<file path="src/rtl/sigrange_pkg.sv">
package sigrange_pkg;

    // Running magnitude relation of operand against bound
    typedef enum logic [1:0] {
        ORD_EQ = 2'd0,
        ORD_LT = 2'd1,
        ORD_GT = 2'd2
    } ord_e;

    // Running state of one comparison frame
    typedef struct packed {
        ord_e ord;
        logic nz;
    } cmp_state_t;

    // Relation decided by one byte pair taken alone
    function automatic ord_e ord_step(input logic [63:0] a, input logic [63:0] b);
        if (a < b)      return ORD_LT;
        else if (a > b) return ORD_GT;
        else            return ORD_EQ;
    endfunction

    // The earlier (more significant) decision wins once made
    function automatic ord_e ord_merge(input ord_e prev, input ord_e cur);
        return (prev == ORD_EQ) ? cur : prev;
    endfunction

    // Verdict of a closed frame
    function automatic logic chk_verdict(input cmp_state_t st, input logic need_nz);
        return (st.ord == ORD_LT) && (st.nz || !need_nz);
    endfunction

endpackage

</file>
<file path="src/rtl/sigrange_lane.sv">
module sigrange_lane #(
    parameter int BYTE_W = 8
) (
    input  logic [BYTE_W-1:0] raw_byte,
    input  logic              pad,
    output logic [BYTE_W-1:0] eff_byte
);
    // A padded position stands for a leading zero byte
    always_comb begin
        eff_byte = pad ? '0 : raw_byte;
    end
endmodule

</file>
<file path="src/rtl/sigrange_cmp.sv">
module sigrange_cmp
    import sigrange_pkg::*;
#(
    parameter int BYTE_W = 8
) (
    input  logic              clk,
    input  logic              rst,
    input  logic              valid,
    input  logic              first,
    input  logic [BYTE_W-1:0] a_byte,
    input  logic [BYTE_W-1:0] b_byte,
    output cmp_state_t        fin
);
    cmp_state_t run_q;
    cmp_state_t base;

    always_comb begin
        base = first ? cmp_state_t'{ord: ORD_EQ, nz: 1'b0} : run_q;
        fin.ord = ord_merge(base.ord, ord_step(64'(a_byte), 64'(b_byte)));
        fin.nz  = base.nz | (|a_byte);
    end

    always_ff @(posedge clk) begin
        if (rst) begin
            run_q <= '{ord: ORD_EQ, nz: 1'b0};
        end else if (valid) begin
            run_q <= fin;
        end
    end
endmodule

</file>
<file path="src/rtl/sigrange_seq.sv">
module sigrange_seq
    import sigrange_pkg::*;
#(
    parameter int                 NUM_CHK = 4,
    parameter logic [NUM_CHK-1:0] NZ_MASK = 4'b1100,
    localparam int                IDX_W   = $clog2(NUM_CHK)
) (
    input  logic               clk,
    input  logic               rst,
    input  logic               valid,
    input  logic               first,
    input  logic               last,
    input  cmp_state_t         fin,
    output logic               chk_done,
    output logic [IDX_W-1:0]   chk_idx,
    output logic               chk_ok,
    output logic               res_valid,
    output logic               res_pass,
    output logic [IDX_W-1:0]   res_fail_idx,
    output logic [NUM_CHK-1:0] pass_vec
);
    localparam logic [IDX_W-1:0] LAST_IDX = IDX_W'(NUM_CHK - 1);

    logic [IDX_W-1:0] idx_q;
    logic             end_ev;
    logic             start_ev;
    logic             ok;
    logic             finish;

    always_comb begin
        end_ev   = valid && last;
        start_ev = valid && first && (idx_q == '0);
        ok       = chk_verdict(fin, NZ_MASK[idx_q]);
        finish   = end_ev && (!ok || (idx_q == LAST_IDX));
    end

    always_ff @(posedge clk) begin
        if (rst) begin
            idx_q        <= '0;
            chk_done     <= 1'b0;
            chk_idx      <= '0;
            chk_ok       <= 1'b0;
            res_valid    <= 1'b0;
            res_pass     <= 1'b0;
            res_fail_idx <= '0;
        end else begin
            chk_done  <= end_ev;
            res_valid <= finish;
            if (end_ev) begin
                chk_idx <= idx_q;
                chk_ok  <= ok;
                if (finish) begin
                    res_pass     <= ok;
                    res_fail_idx <= ok ? '0 : idx_q;
                    idx_q        <= '0;
                end else begin
                    idx_q <= idx_q + 1'b1;
                end
            end
        end
    end

    for (genvar i = 0; i < NUM_CHK; i++) begin : g_pass
        always_ff @(posedge clk) begin
            if (rst) begin
                pass_vec[i] <= 1'b0;
            end else if (end_ev && (idx_q == IDX_W'(i))) begin
                pass_vec[i] <= ok;
            end else if (start_ev) begin
                pass_vec[i] <= 1'b0;
            end
        end
    end
endmodule

</file>
<file path="src/rtl/sigrange_top.sv">
module sigrange_top
    import sigrange_pkg::*;
#(
    parameter int                 BYTE_W  = 8,
    parameter int                 NUM_CHK = 4,
    parameter logic [NUM_CHK-1:0] NZ_MASK = 4'b1100,
    localparam int                IDX_W   = $clog2(NUM_CHK)
) (
    input  logic               clk,
    input  logic               rst,
    input  logic               in_valid,
    input  logic               in_first,
    input  logic               in_last,
    input  logic [BYTE_W-1:0]  op_byte,
    input  logic               op_pad,
    input  logic [BYTE_W-1:0]  bnd_byte,
    input  logic               bnd_pad,
    output logic               chk_done,
    output logic [IDX_W-1:0]   chk_idx,
    output logic               chk_ok,
    output logic               res_valid,
    output logic               res_pass,
    output logic [IDX_W-1:0]   res_fail_idx,
    output logic [NUM_CHK-1:0] pass_vec
);
    localparam int N_LANE = 2;

    logic [N_LANE-1:0][BYTE_W-1:0] raw;
    logic [N_LANE-1:0]             pad;
    logic [N_LANE-1:0][BYTE_W-1:0] eff;
    cmp_state_t                    fin;

    always_comb begin
        raw[0] = op_byte;
        raw[1] = bnd_byte;
        pad[0] = op_pad;
        pad[1] = bnd_pad;
    end

    for (genvar l = 0; l < N_LANE; l++) begin : g_lane
        sigrange_lane #(.BYTE_W(BYTE_W)) i_lane (
            .raw_byte (raw[l]),
            .pad      (pad[l]),
            .eff_byte (eff[l])
        );
    end

    sigrange_cmp #(.BYTE_W(BYTE_W)) i_cmp (
        .clk    (clk),
        .rst    (rst),
        .valid  (in_valid),
        .first  (in_first),
        .a_byte (eff[0]),
        .b_byte (eff[1]),
        .fin    (fin)
    );

    sigrange_seq #(.NUM_CHK(NUM_CHK), .NZ_MASK(NZ_MASK)) i_seq (
        .clk          (clk),
        .rst          (rst),
        .valid        (in_valid),
        .first        (in_first),
        .last         (in_last),
        .fin          (fin),
        .chk_done     (chk_done),
        .chk_idx      (chk_idx),
        .chk_ok       (chk_ok),
        .res_valid    (res_valid),
        .res_pass     (res_pass),
        .res_fail_idx (res_fail_idx),
        .pass_vec     (pass_vec)
    );
endmodule

</file>
<file path="config.mk">
export PLATFORM = sky130hd
export DESIGN_NAME = sigrange_top
export DESIGN_NICKNAME = d
export VERILOG_FILES = /design/src/rtl/sigrange_pkg.sv /design/src/rtl/sigrange_lane.sv /design/src/rtl/sigrange_cmp.sv /design/src/rtl/sigrange_seq.sv /design/src/rtl/sigrange_top.sv
export SDC_FILE = /design/constraint.sdc
export NUM_CORES = 1
export LEC_CHECK = 0
export CAP_MARGIN = 0
export CORE_ASPECT_RATIO = 0.5
export CORE_UTILIZATION = 40
export DETAILED_ROUTE_END_ITERATION = 6
export HOLD_SLACK_MARGIN = 0.06
export PLACE_DENSITY_LB_ADDON = 0.25
export SLEW_MARGIN = 15
export SYNTH_ARGS = -nofsm -noshare
export SYNTH_HDL_FRONTEND = slang
export SYNTH_SLANG_ARGS = --single-unit
</file>
<file path="constraint.sdc">
create_clock -name clk -period 4.5 [get_ports clk]
set_clock_uncertainty 0.2 [all_clocks]
set_input_delay 0.675 -clock clk [delete_from_list [all_inputs] [get_ports clk]]
set_output_delay 0.675 -clock clk [all_outputs]
set_load 0.02 [all_outputs]
</file>
# [Word level (Yosys, flattened, before mapping)]
# Index checks and enable logic that the tools add are counted.
[word_totals] reg_bits=17 latchBits=0 mem_bits_rw=0 rom_bits=0 inputBits=23 output_inout_bits=12 word_cells=58 n_memories=0
[classes] n_addsub=1 multipliers=0 div_mod_pow=0 n_lt_le_gt_ge=3 eq_ne=4 shift=0 mux=15 bitwise_logic=1 n_reduce_logical=21
[op_table] op="$mux W8" count=2
[op_table] op="$mux W2" count=5
[op_table] op="$logic_and A1 B1 Y1" count=9
[op_table] op="$gt A8 B8 Y1" count=1
[op_table] op="$lt A8 B8 Y1" count=1
[op_table] op="$reduce_bool A2 Y1" count=4
[op_table] op="$reduce_or A8 Y1" count=1
[op_table] op="$mux W1" count=6
[op_table] op="$eq A2 B1 Y1 const B" count=2
[op_table] op="$eq A2 B2 Y1 const B" count=2
[op_table] op="$logic_not A2 Y1" count=2
[op_table] op="$lt A2 B3 Y1 const B" count=1
[op_table] op="$mux W3" count=1
[op_table] op="$add A2 B1 Y2 const B" count=1
[op_table] op="$bmux W1 S2" count=1
[op_table] op="$logic_not A1 Y1" count=2
[op_table] op="$logic_or A1 B1 Y1" count=2
[op_table] op="$reduce_and A2 Y1" count=1
[op_table] op="$or A1 B1 Y1" count=1

# [Logic depth before layout (Yosys ltp)]
[depth] depth_word=11 depth_mapped=8 ltp_nobuf=7

# [Hierarchy]
# A second synthesis with hierarchy kept.
[hier_totals] hier_cells=137 area_unflattened_um2=1143.6
[modules_own_cells] module="sigrange_seq" instances=1 cells_each=71 area_each_um2=653.1 seq_area_each_um2=280.3
[modules_own_cells] module="sigrange_cmp" instances=1 cells_each=50 area_each_um2=390.4 seq_area_each_um2=60.1
[modules_own_cells] module="sigrange_lane" instances=2 cells_each=8 area_each_um2=50.0 seq_area_each_um2=0.0

# [Worst setup path before layout]
# No wires, ideal clock.
[synth_timing] kind="input -> register" start="input port op_byte[1]" end="register i_seq.idx_q[1]" setup_ns=0.096 t_arrival_ns=2.171 t_required_ns=4.204 slack_ns=2.033 stages=7 n_path_buf=0 cell_sequence="nor2b_1 -> ha_1 -> nor2b_1 -> o211a_1 -> o21ai_2 -> nand3_1 -> o41ai_2"
[synth_via] elab_chain_len=11 word_cells_on_any_way=15 cone_classes="order compare (2); eq/ne (1); mux (5); bitwise (1); reduce/logical (6)"
[synth_rtl] item="from (decl)" line_no="sigrange_top.sv:14" rtl="input logic [BYTE_W-1:0] op_byte,"
[synth_rtl] item="$mux W8 (*)" line_no="sigrange_lane.sv:10" rtl="eff_byte = pad ? '0 : raw_byte;"
[synth_rtl] item="$gt A8 B8 Y1" line_no="sigrange_pkg.sv:19" rtl="else if (a > b) return ORD_GT;"
[synth_rtl] item="$mux W2" line_no="sigrange_pkg.sv:19"
[synth_rtl] item="$mux W2" line_no="sigrange_pkg.sv:18" rtl="if (a < b) return ORD_LT;"
[synth_rtl] item="$mux W2" line_no="sigrange_pkg.sv:25" rtl="return (prev == ORD_EQ) ? cur : prev;"
[synth_rtl] item="$eq A2 B1 Y1" line_no="sigrange_pkg.sv:30" rtl="return (st.ord == ORD_LT) && (st.nz || !need_nz);"
[synth_rtl] item="$logic_and A1 B1 Y1 (*)" line_no="sigrange_pkg.sv:30"
[synth_rtl] item="$logic_not A1 Y1 (*)" line_no="sigrange_seq.sv:34" rtl="finish = end_ev && (!ok || (idx_q == LAST_IDX));"
[synth_rtl] item="$logic_or A1 B1 Y1 (*)" line_no="sigrange_seq.sv:34"
[synth_rtl] item="$logic_and A1 B1 Y1 (*)" line_no="sigrange_seq.sv:34"
[synth_rtl] item="$mux W2 (*)" line_no="sigrange_seq.sv:52" rtl="if (finish) begin"
[synth_rtl] item="to (signal assigned)" line_no="sigrange_seq.sv:57" rtl="idx_q <= idx_q + 1'b1;"
[synth_rtl] item="to (decl)" line_no="sigrange_seq.sv:24" rtl="logic [IDX_W-1:0] idx_q;"
# Mark *: on every way between the ends. The rest lies on a longest branch, timed or not.
# A chain may end at the register's enable or synchronous reset.

# [Worst setup path after layout]
[layout_timing] start="input port op_pad" end="register i_seq.idx_q[1]"
[layout_via] elab_chain_len=11 word_cells_on_any_way=15 cone_classes="order compare (2); eq/ne (1); mux (5); bitwise (1); reduce/logical (6)"
[layout_rtl] item="from (decl)" line_no="sigrange_top.sv:15" rtl="input logic op_pad,"
[layout_rtl] item="$mux W8 (*)" line_no="sigrange_lane.sv:10"
[layout_rtl] item="$gt A8 B8 Y1" line_no="sigrange_pkg.sv:19"
[layout_rtl] item="$mux W2" line_no="sigrange_pkg.sv:19"
[layout_rtl] item="$mux W2" line_no="sigrange_pkg.sv:18"
[layout_rtl] item="$mux W2" line_no="sigrange_pkg.sv:25"
[layout_rtl] item="$eq A2 B1 Y1" line_no="sigrange_pkg.sv:30"
[layout_rtl] item="$logic_and A1 B1 Y1 (*)" line_no="sigrange_pkg.sv:30"
[layout_rtl] item="$logic_not A1 Y1 (*)" line_no="sigrange_seq.sv:34"
[layout_rtl] item="$logic_or A1 B1 Y1 (*)" line_no="sigrange_seq.sv:34"
[layout_rtl] item="$logic_and A1 B1 Y1 (*)" line_no="sigrange_seq.sv:34"
[layout_rtl] item="$mux W2 (*)" line_no="sigrange_seq.sv:52"
# Marks and branches as above.

==> impl_metrics.yaml <==
run_status:
  outcome: "finished, final reports clean"
grt:
  antenna_found_initial: 0
  grt_max_degree: 15
  grt_pass1_wl_mm: 4.20
  grt_use_total: 0.179
  grtUsageMet1: 0.226
  grt_pass1_vias: 959
  use_met2: 0.315
  grt_use_met3: 0.0558
  gr-max-usage-layer: "met2"
  grt_overflow_total: 0
yosys:
  postSynthCellCount: 133
  synth.area.top_cells: "dfxtp_1 (30%), ha_1 (13%), nor2b_1 (6.7%)"
  synth_compound_area_frac: 0.188
  synth_edf_count: 0
  ys_warn_count: 0
  synth_top_family_by_area: "simple AND/OR/NAND/NOR gates"
  avgSynthCellArea_um2: 8.39
  synth_seq_cells: 17
  yosys.area_share.simple: 0.334
  synth_cell_types: 36
  synth_xor_area_frac: 0
  synth_fp_nets: 168
  synth_mux_area_frac: 0
  yosysSeqAreaShare: 0.305
  async_flop_share: 0
  synth_area_mm2: 0.00112
  synth_top_area_share: 0.305
  synth_fa_ha_area_frac: 0.135
  ys.flop_type: "dfxtp_1"
  netlist.top_cell.by_area: "dfxtp_1"
sta:
  rsz0062_at_grt: "no"
  period_minus_slack_ns: 2.98
  slew_viol_final: 0
  finalSetupViolCount: 0
  relSlewSlack: 0.659
  finalSetupTns_ns: 0
  fmax_mhz: 335
  hold_viol: 0
  final.period_utilization: 0.663
  tightest_slew_ns: 0.510
clock_tree:
  clk_latency_ns: 0.25
  cts-root-buf: "clkbuf_8"
  cts_resized: 0
  postCtsSetupBuffers: 0
  path_clk_slew_ns: 0.07
  cts_tree: "built"
  clockBufferDepth: 2
  cts_buffers: 3
  numClockSinks: 17
  postCtsHoldBufs: 0
  cts-htree-levels: 1
pwr:
  power.density_mw_per_mm2: 240
  ir_drop_uv: 209
  p_leak_nw: 0.591
  finalPower_mw: 0.367
final_layout:
  multi_input_area_um2: 733
  final_cell_area_mm2: 0.00153
  drive_above_1_share: 0.0539
  fillers: 229
  register_area_um2: 340
  area_growth_pct: 36.7
  n_antenna_cell: 0
  nets: 203
setup_path:
  cp.arrival_ns: 2.95
  path_cells: "clkdlybuf4s50_1, nor2b_1, ha_1, nor2b_1, o211a_1, o21ai_2, nand3_1, o41ai_2"
  crit_family: "compound AO/OA/AOI/OAI gates"
  worst_path_max_delay_cell: "clkdlybuf4s50_1"
  worstSetupStartpointType: "input port"
  end_kind: "register"
  worstSetupPathType: "input port to register"
  cp.required_ns: 4.46
  cp_common_cell: "nor2b_1"
  slowest_delay_ns: 0.63
  crit_path_max_fanout: 10
  worst-path-buf-inv: 1
placed_design:
  placed_area_mm2: 0.00148
  numPortBuffers: 34
  gp_congestion: 0.793
  dp.final_hpwl_mm: 1.90
floorplan:
  die-height_um: 39.4
  num_rows: 13
  core_mm2: 0.00262
  initial_core_util: 0.426
  io_pins: 35
  fp.dieW_um: 76.7
  die-area_mm2: 0.00302
routing:
  drt_pass1_iterations: 4
  final_antenna_net_count: 0
  drt-total-wl_mm: 2.54
  drt_iter0_markers: 22
  vias: 1068
  wl_per_cell_um: 12.5
  route.detailed.drc: 0
  vias_per_cell: 5.24
worst_hold_path:
  hold_class: "register to register"
job:
  drv_cap: 0
==> logic make-up after synthesis <==
family,count (synthesis)
and+or+nand+nor,65
buffers and inverters,9
adders and majority gates,12
DFF,17
AOI/OAI and AO/OA,30
==> synthesized netlist by cell type (2+ instances only) <==
cell and instances:
nand3b_1 5, ha_1 12, nor2_1 4, a31o_1 2, nand2b_1 8, a31oi_1 2, and3_1 4, inv_1 4
clkbuf_1 2, nor2b_1 12, nand4_1 9, dfxtp_1 17, nand2_1 12, and2_1 2, nor4_1 2, a21oi_1 12
nand3_1 5
==> metal layers <==
metal | share of wire | vias to the layer above
met5 | 0 | -
met4 | 0.0055 | 0
met3 | 0.064 | 4
met2 | 0.41 | 35
met1 | 0.52 | 473
li1 | - | 556
==> where the power goes <==
part           total, mW  switching, mW  internal, mW
logic             0.0912         0.0458        0.0454
clock network      0.114         0.0529        0.0614
registers          0.161        0.00424         0.157
==> final timing paths <==
check	slack, ns	depth (start not counted)	startpoint	to
worst min-delay path	0.26	2	i_seq.chk_ok$_SDFFE_PP0P_	i_seq.chk_ok$_SDFFE_PP0P_
worst min register to register	0.26	2	i_seq.chk_ok$_SDFFE_PP0P_	i_seq.chk_ok$_SDFFE_PP0P_
worst max register to register	2.73	4	i_cmp.run_q[1]$_SDFFE_PP0P_	i_seq.idx_q[1]$_SDFFE_PP0P_
worst max-delay path	1.52	8	op_pad	i_seq.idx_q[1]$_SDFFE_PP0P_
==> tightest hold or removal path, cell delays in order (launching register included) <==
cell and delay, ns:
dfxtp_1 0.31, nand2_1 0.05, a21oi_1 0.05
==> state kept, by name, summed over array words and instances (netlist names) <==
register,cells
i_seq.pass_vec,4
i_cmp.run_q,3
i_seq.chk_idx,2
i_seq.idx_q,2
i_seq.res_fail_idx,2
i_seq.chk_done,1
i_seq.chk_ok,1
i_seq.res_pass,1
i_seq.res_valid,1
==> through the flow <==
step | hold WS [ns] | worst slack [ns] | util | instances
after floorplan | 0.245 | 2.03 | - | 133
after global placement | 0.247 | 1.33 | 0.565 | 200
after detailed placement | 0.251 | 1.26 | 0.565 | 200
after CTS | 0.262 | 1.51 | 0.582 | 204
after global routing | 0.276 | 1.34 | 0.582 | 204
final | 0.258 | 1.52 | 0.582 | 204
==> layout make-up <==
type                            count  share of cell area
Clock buffer                        3              0.0271
Clock inverter                      1             0.00328
Inverter                            5              0.0123
Multi-Input combinational cell    107               0.481
Sequential cell                    17               0.223
Tap cell                           37              0.0304
Timing Repair Buffer               34               0.223
==> cells in the final DEF (no fill, tap or decap), types with 2 or more instances in the layout <==
cell type and instances:
nand4_1 9, and3_1 4, clkdlybuf4s50_1 34, clkbuf_8 3, dfxtp_1 17, a31o_1 2, nand3b_1 5, a21oi_1 12
nor2_1 4, a31oi_1 2, ha_1 12, nor2b_1 12, inv_1 4, and2_1 2, nand3_1 5, nand2_1 12
nand2b_1 8, nor4_1 2
(Power assumes the default switching activity.)
